`config.mk`:
```
export PLATFORM = sky130hd
export DESIGN_NAME = relay_spi_ctrl
export DESIGN_NICKNAME = d
export VERILOG_FILES = /design/src/rtl/relay_spi_pkg.sv /design/src/rtl/relay_sync.sv /design/src/rtl/relay_spi_shifter.sv /design/src/rtl/relay_spi_regs.sv /design/src/rtl/relay_chmap.sv /design/src/rtl/relay_spi_ctrl.sv
export SDC_FILE = /design/constraint.sdc
export NUM_CORES = 1
export LEC_CHECK = 0
export BUFFER_PORTS_ARGS = -buffer_cell sky130_fd_sc_hd__buf_2
export CAP_MARGIN = 25
export CORE_MARGIN = 3
export CORE_UTILIZATION = 60
export DETAILED_ROUTE_END_ITERATION = 12
export PLACE_DENSITY_LB_ADDON = 0.1
export SKIP_CTS_REPAIR_TIMING = 1
export SYNTH_ARGS = -nofsm -noshare
export SYNTH_HDL_FRONTEND = slang
export SYNTH_SLANG_ARGS = --single-unit
```
`constraint.sdc`:
```
create_clock -name clk -period 2.74 [get_ports clk]
set_input_delay 0.548 -clock clk [delete_from_list [all_inputs] [get_ports clk]]
set_output_delay 0.548 -clock clk [all_outputs]
set_load 0.01 [all_outputs]
```
`src/rtl/relay_spi_pkg.sv`:
```
package relay_spi_pkg;
  localparam int FRAME_W = 16;
  localparam int DATA_W  = 8;
  localparam int ADDR_W  = 6;
  localparam int PIN_N   = 2;
  localparam int CMD_W   = 1 + ADDR_W + DATA_W;

  localparam logic [ADDR_W-1:0] ADR_CMD  = 6'b0000_00;
  localparam logic [ADDR_W-1:0] ADR_MSK0 = 6'b0001_00;
  localparam logic [ADDR_W-1:0] ADR_MSK1 = 6'b0001_01;
  localparam logic [ADDR_W-1:0] ADR_STAT = 6'b0001_10;

  localparam logic [DATA_W-1:0] MSK0_RST = 8'h04;
  localparam logic [DATA_W-1:0] MSK1_RST = 8'h08;

  typedef struct packed {
    logic              wr;
    logic [ADDR_W-1:0] addr;
    logic [DATA_W-1:0] data;
  } cmd_t;
endpackage

```
`src/rtl/relay_sync.sv`:
```
module relay_sync #(
  parameter int           W       = 1,
  parameter int           STAGES  = 2,
  parameter logic [W-1:0] RST_VAL = '0
) (
  input  logic         clk,
  input  logic         rst_n,
  input  logic [W-1:0] d,
  output logic [W-1:0] q
);
  logic [STAGES-1:0][W-1:0] stg;

  always_ff @(posedge clk or negedge rst_n) begin
    if (!rst_n) begin
      stg <= {STAGES{RST_VAL}};
    end else begin
      stg[0] <= d;
      for (int s = 1; s < STAGES; s++) stg[s] <= stg[s-1];
    end
  end

  assign q = stg[STAGES-1];
endmodule

```
`src/rtl/relay_spi_shifter.sv`:
```
module relay_spi_shifter
  import relay_spi_pkg::*;
#(
  parameter int SYNC_STAGES = 2,
  parameter int UNIT_W      = 8
) (
  input  logic               clk,
  input  logic               rst_n,
  input  logic               spi_sclk,
  input  logic               spi_cs_n,
  input  logic               spi_mosi,
  input  logic [FRAME_W-1:0] reply_word,
  output logic               spi_miso,
  output logic               frame_done,
  output logic               frame_ok,
  output logic [CMD_W-1:0]   frame_cmd
);
  localparam int CNT_W = $clog2(FRAME_W + 1);
  localparam int MOD_W = $clog2(UNIT_W);

  logic [2:0] line_s;
  logic sclk_s, cs_s, mosi_s, sclk_q, cs_q;
  logic sck_rise, sck_fall, cs_fall, cs_rise;
  logic [FRAME_W-1:0] shreg;
  logic mosi_bit;
  logic [CNT_W-1:0] full_cnt;
  logic [MOD_W-1:0] mod_cnt;

  relay_sync #(.W(3), .STAGES(SYNC_STAGES), .RST_VAL(3'b010)) u_line_sync (
    .clk(clk), .rst_n(rst_n), .d({spi_sclk, spi_cs_n, spi_mosi}), .q(line_s)
  );

  assign sclk_s   = line_s[2];
  assign cs_s     = line_s[1];
  assign mosi_s   = line_s[0];
  assign sck_rise = sclk_s & ~sclk_q;
  assign sck_fall = ~sclk_s & sclk_q;
  assign cs_fall  = ~cs_s & cs_q;
  assign cs_rise  = cs_s & ~cs_q;

  always_ff @(posedge clk or negedge rst_n) begin
    if (!rst_n) begin
      sclk_q   <= 1'b0;
      cs_q     <= 1'b1;
      shreg    <= '0;
      mosi_bit <= 1'b0;
      full_cnt <= '0;
      mod_cnt  <= '0;
    end else begin
      sclk_q <= sclk_s;
      cs_q   <= cs_s;
      if (cs_fall) begin
        shreg    <= reply_word;
        full_cnt <= '0;
        mod_cnt  <= '0;
      end else if (!cs_s) begin
        if (sck_rise) begin
          mosi_bit <= mosi_s;
          if (full_cnt != CNT_W'(FRAME_W)) full_cnt <= full_cnt + 1'b1;
          mod_cnt <= (mod_cnt == MOD_W'(UNIT_W - 1)) ? '0 : mod_cnt + 1'b1;
        end
        if (sck_fall) shreg <= {shreg[FRAME_W-2:0], mosi_bit};
      end
    end
  end

  assign frame_done = cs_rise;
  assign frame_ok   = (full_cnt == CNT_W'(FRAME_W)) && (mod_cnt == '0);
  assign frame_cmd  = {shreg[FRAME_W-1], shreg[FRAME_W-3:0]};
  assign spi_miso   = ~cs_s & shreg[FRAME_W-1];

  // the reply word is captured when the frame opens
  assert_reply_load_R3: assert property (@(posedge clk) disable iff (!rst_n)
    cs_fall |=> (shreg == $past(reply_word)));
endmodule

```
`src/rtl/relay_spi_regs.sv`:
```
module relay_spi_regs
  import relay_spi_pkg::*;
(
  input  logic               clk,
  input  logic               rst_n,
  input  logic               frame_done,
  input  logic               frame_ok,
  input  logic [CMD_W-1:0]   frame_cmd,
  input  logic [PIN_N-1:0]   pins_s,
  output logic [DATA_W-1:0]  cmd_bits,
  output logic [DATA_W-1:0]  msk0_bits,
  output logic [DATA_W-1:0]  msk1_bits,
  output logic [FRAME_W-1:0] reply_word
);
  cmd_t f;
  logic err_q;
  logic [ADDR_W-1:0] sel_q;
  logic [DATA_W-1:0] rd_data, stat_byte;

  assign f = frame_cmd;
  assign stat_byte = {err_q, {(DATA_W-1-PIN_N){1'b0}}, pins_s};

  always_ff @(posedge clk or negedge rst_n) begin
    if (!rst_n) begin
      cmd_bits  <= '0;
      msk0_bits <= MSK0_RST;
      msk1_bits <= MSK1_RST;
      err_q     <= 1'b1;
      sel_q     <= ADR_STAT;
    end else if (frame_done) begin
      err_q <= ~frame_ok;
      sel_q <= ADR_STAT;
      if (frame_ok) begin
        if (f.wr) begin
          case (f.addr)
            ADR_CMD:  cmd_bits  <= f.data;
            ADR_MSK0: msk0_bits <= f.data;
            ADR_MSK1: msk1_bits <= f.data;
            default:  ;
          endcase
        end else begin
          sel_q <= f.addr;
        end
      end
    end
  end

  always_comb begin
    case (sel_q)
      ADR_CMD:  rd_data = cmd_bits;
      ADR_MSK0: rd_data = msk0_bits;
      ADR_MSK1: rd_data = msk1_bits;
      ADR_STAT: rd_data = stat_byte;
      default:  rd_data = '0;
    endcase
    reply_word = {{(FRAME_W-ADDR_W-DATA_W){1'b0}}, sel_q, rd_data};
  end

  // a bad clock count leaves the error flag set in the status reply
  assert_bad_count_flag_R5: assert property (@(posedge clk) disable iff (!rst_n)
    (frame_done && !frame_ok) |=> reply_word[DATA_W-1] && (sel_q == ADR_STAT));
  // a bad frame leaves every register as it was
  assert_bad_frame_hold_R6: assert property (@(posedge clk) disable iff (!rst_n)
    (frame_done && !frame_ok) |=> $stable(cmd_bits) && $stable(msk0_bits) && $stable(msk1_bits));
  // reserved status bits always read zero
  assert_stat_rsv_R7: assert property (@(posedge clk) disable iff (!rst_n)
    (sel_q == ADR_STAT) |-> (reply_word[DATA_W-2:PIN_N] == '0));
  // an unmapped or read-only target is never written
  assert_unmapped_hold_R8: assert property (@(posedge clk) disable iff (!rst_n)
    (frame_done && f.wr && f.addr != ADR_CMD && f.addr != ADR_MSK0 && f.addr != ADR_MSK1)
      |=> $stable(cmd_bits) && $stable(msk0_bits) && $stable(msk1_bits));
endmodule

```
`src/rtl/relay_chmap.sv`:
```
module relay_chmap
  import relay_spi_pkg::*;
(
  input  logic [DATA_W-1:0] cmd_bits,
  input  logic [DATA_W-1:0] msk0_bits,
  input  logic [DATA_W-1:0] msk1_bits,
  input  logic [PIN_N-1:0]  pins_s,
  output logic [DATA_W-1:0] ch_en
);
  for (genvar ch = 0; ch < DATA_W; ch++) begin : g_ch
    assign ch_en[ch] = cmd_bits[ch] | (pins_s[0] & msk0_bits[ch]) | (pins_s[1] & msk1_bits[ch]);
  end
endmodule

```
`src/rtl/relay_spi_ctrl.sv`:
```
module relay_spi_ctrl
  import relay_spi_pkg::*;
#(
  parameter int SYNC_STAGES = 2,
  parameter int UNIT_W      = 8
) (
  input  logic              clk,
  input  logic              rst_n,
  input  logic              spi_sclk,
  input  logic              spi_cs_n,
  input  logic              spi_mosi,
  output logic              spi_miso,
  input  logic              in0_pin,
  input  logic              in1_pin,
  output logic [DATA_W-1:0] ch_en
);
  logic [PIN_N-1:0]   pins_s;
  logic [FRAME_W-1:0] reply_word;
  logic [CMD_W-1:0]   frame_cmd;
  logic               frame_done, frame_ok;
  logic [DATA_W-1:0]  cmd_bits, msk0_bits, msk1_bits;

  relay_sync #(.W(PIN_N), .STAGES(SYNC_STAGES), .RST_VAL('0)) u_pin_sync (
    .clk(clk), .rst_n(rst_n), .d({in1_pin, in0_pin}), .q(pins_s)
  );

  relay_spi_shifter #(.SYNC_STAGES(SYNC_STAGES), .UNIT_W(UNIT_W)) u_shifter (
    .clk(clk), .rst_n(rst_n), .spi_sclk(spi_sclk), .spi_cs_n(spi_cs_n),
    .spi_mosi(spi_mosi), .reply_word(reply_word), .spi_miso(spi_miso),
    .frame_done(frame_done), .frame_ok(frame_ok), .frame_cmd(frame_cmd)
  );

  relay_spi_regs u_regs (
    .clk(clk), .rst_n(rst_n), .frame_done(frame_done), .frame_ok(frame_ok),
    .frame_cmd(frame_cmd), .pins_s(pins_s), .cmd_bits(cmd_bits),
    .msk0_bits(msk0_bits), .msk1_bits(msk1_bits), .reply_word(reply_word)
  );

  relay_chmap u_chmap (
    .cmd_bits(cmd_bits), .msk0_bits(msk0_bits), .msk1_bits(msk1_bits),
    .pins_s(pins_s), .ch_en(ch_en)
  );

  // a commanded channel is always enabled
  assert_cmd_forces_on_R9: assert property (@(posedge clk) disable iff (!rst_n)
    ((ch_en & cmd_bits) == cmd_bits));
endmodule

```
==> flow_summary.json <==
{
  "status": "finished clean",
  "fin_cells": 344,
  "whs_path_depth": 1,
  "worstSetupPathType": "reg2out",
  "synth_seq_cells": 68,
  "wirelength_mm": 5.89,
  "ys.flop_type": "dfrtp_1",
  "synth_nets": 269,
  "p_leak_nw": 1.67,
  "syn_area_sq_um": 3110,
  "final_common_cell": "dfrtp_1",
  "antenna_found_initial": 0,
  "first_iter_violations": 131,
  "grt_start_max_net_pins": 37,
  "synth-edff-count": 0,
  "die_area_sq_um": 6090,
  "nFillCells": 354,
  "max_freq_ghz": 0.509,
  "core_sq_um": 4880,
  "nets": 284,
  "initial_core_util_pct": 63.8,
  "tightestPinTransition_ns": 0.859,
  "die_h_microns": 78.0,
  "cts_tree": "done",
  "clkLatencyLatePin_ns": 0.35,
  "fp-row-count": 25,
  "report.final.slew_viol_count": 0,
  "numClockSinks": 68,
  "htreeDepth": 3,
  "vias": 2051,
  "place_ws_ns": 0.823,
  "wire_per_inst_microns": 17.1,
  "dr.pass1.iters": 4,
  "first_global_vias": 2048,
  "overflow": 0,
  "place_hpwl_mm": 3.99,
  "drive_above_1_share_pct": 27.4,
  "maxSlewHeadroom_pct": 42.7,
  "finalCritPeriodShare_pct": 71.7,
  "yosysWarnings": 0,
  "yosysSeqAreaShare_pct": 55.0,
  "min_period_ns": 1.96,
  "grtUsageMet3_pct": 6.19,
  "finalSetupViolations": 0,
  "final_cell_mix": "dfrtp_1 (60), mux2_2 (25), nand2_1 (24)",
  "synth_area_per_cell_sq_um": 12.1,
  "cts_buffers": 9,
  "drc": 0,
  "grt_use_total_pct": 22.5,
  "ys_async_sr_fraction_pct": 100,
  "top_usage_layer": "met1",
  "area_growth_pct": 10.2,
  "hold_class": "in2reg",
  "routabilityCongestion": 0.787,
  "setup_ws_ns": 0.776,
  "worst-path-max-fanout": 9,
  "power_density_nw_per_um2": 603,
  "grt_use_met1_pct": 34.6,
  "rsz0062_at_grt": "false",
  "place_inst": 327,
  "clock_skew_ns": 0.00889,
  "finalHoldViolCount": 0,
  "io_buffers": 15,
  "antenna_cells": 0,
  "cap_violations": 0,
  "total_power_mw": 2.07,
  "cts_root_buffer": "clkbuf_8",
  "grt_pass1_wl_mm": 10.3,
  "clk_path_buf_depth": 2,
  "peakVddDrop_mv": 0.452,
  "io_pins": 16,
  "clk_pin_slew_worst_paths_ns": 0.07,
  "cp-end-kind": "output port",
  "met2_usage_pct": 29.5,
  "setup_tns_ns": 0,
  "die_w_microns": 78.0,
  "worst_ep_required_time_ns": 2.19,
  "ant_nets": 0,
  "reg2reg_depth": 6,
  "start_kind": "flop",
  "netlist_instances": 257,
  "ys_types": 53,
  "viasPerCell": 5.96,
  "arrival_ns": 1.42
}
[synthesized netlist by cell type, drive strengths merged, types with 6 or more instances]
cell | instances | area [sq um]
clkbuf | 7 | 26.3
nand2 | 25 | 96.4
o21ai | 10 | 50.1
dfrtp | 60 | 1500
nor3 | 6 | 35.0
buf | 9 | 48.8
dfstp | 8 | 210
inv | 8 | 30.0
mux2 | 27 | 312
nor2 | 12 | 45.0
mux2i | 10 | 100
a221o | 8 | 80.1
[path summary, 6_finish.rpt]
path                                            start                           end  slack (ns)
worst max-delay path                  u_pin_sync.q[1]                      ch_en[7]        0.78
worst min-delay path                         spi_mosi  u_shifter.u_line_sync.stg[0]        0.31
worst max register to register  u_shifter.full_cnt[0]            u_regs.cmd_bits[5]        0.80
worst min register to register      u_pin_sync.stg[1]               u_pin_sync.q[1]        0.36
max in group asynchronous                       rst_n           u_regs.msk0_bits[2]        1.58
min in group asynchronous                       rst_n         u_shifter.full_cnt[4]        0.51
[registers in the layout, indices dropped and copies added (netlist names)]
register,cells
u_shifter.mod_cnt,3
u_shifter.mosi_bit,1
u_regs.sel_q,6
u_shifter.u_line_sync.stg,3
u_pin_sync.q,2
u_pin_sync.stg,2
u_shifter.shreg,16
u_shifter.sclk_q,1
u_regs.err_q,1
u_shifter.u_line_sync.q,3
u_shifter.full_cnt,5
u_shifter.cs_q,1
u_regs.msk1_bits,8
u_regs.cmd_bits,8
u_regs.msk0_bits,8
[routing by layer]
metal	vias to the layer above	share of wire, %
li1	979	-
met1	1026	51
met2	40	43
met3	6	4.8
met4	0	1.1
met5	-	0
[stage by stage]
stage | utilization (%) | cell area, sq um | hold WS [ns]
after global placement | 66.2 | 3230 | 0.339
after global routing | 70.3 | 3430 | 0.278
final | 70.3 | 3430 | 0.307
after detailed placement | 66.2 | 3230 | 0.342
after CTS | 70.1 | 3420 | -0.0361
after floorplan | - | 3110 | 0.252
[cells by family after synthesis]
logic type | share of synthesized area [%]
AND/OR/NAND/NOR | 11.7
adder cells (fa/ha/maj) | 2.01
XOR/XNOR | 0.844
multiplexers | 13.2
AO/OA/AOI/OAI | 13.9
buffers and inverters | 3.37
flip-flops | 55.0
[where the power goes]
group | total [mW] | switching (mW) | internal (mW) | leakage (nW)
combinational | 0.144 | 0.0838 | 0.0599 | 0.693
clock | 0.791 | 0.372 | 0.420 | 0.0962
sequential | 1.13 | 0.0730 | 1.06 | 0.882
[critical path: stages (launching register included)]
cell and delay, ns:
dfrtp_1 0.51, a221o_1 0.41, buf_2 0.14
[area by class of cell]
| class | instances | area, sq um | share of cell area (%) |
|---|---|---|---|
| Inverter | 8 | 30.0 | 0.875 |
| Timing Repair Buffer | 20 | 115 | 3.36 |
| Multi-Input combinational cell | 165 | 1300 | 37.8 |
| Clock inverter | 6 | 65.1 | 1.90 |
| Clock buffer | 10 | 128 | 3.72 |
| Sequential cell | 68 | 1710 | 49.9 |
| Tap cell | 67 | 83.8 | 2.44 |
Note: power is estimated with default switching activity, not from simulation.
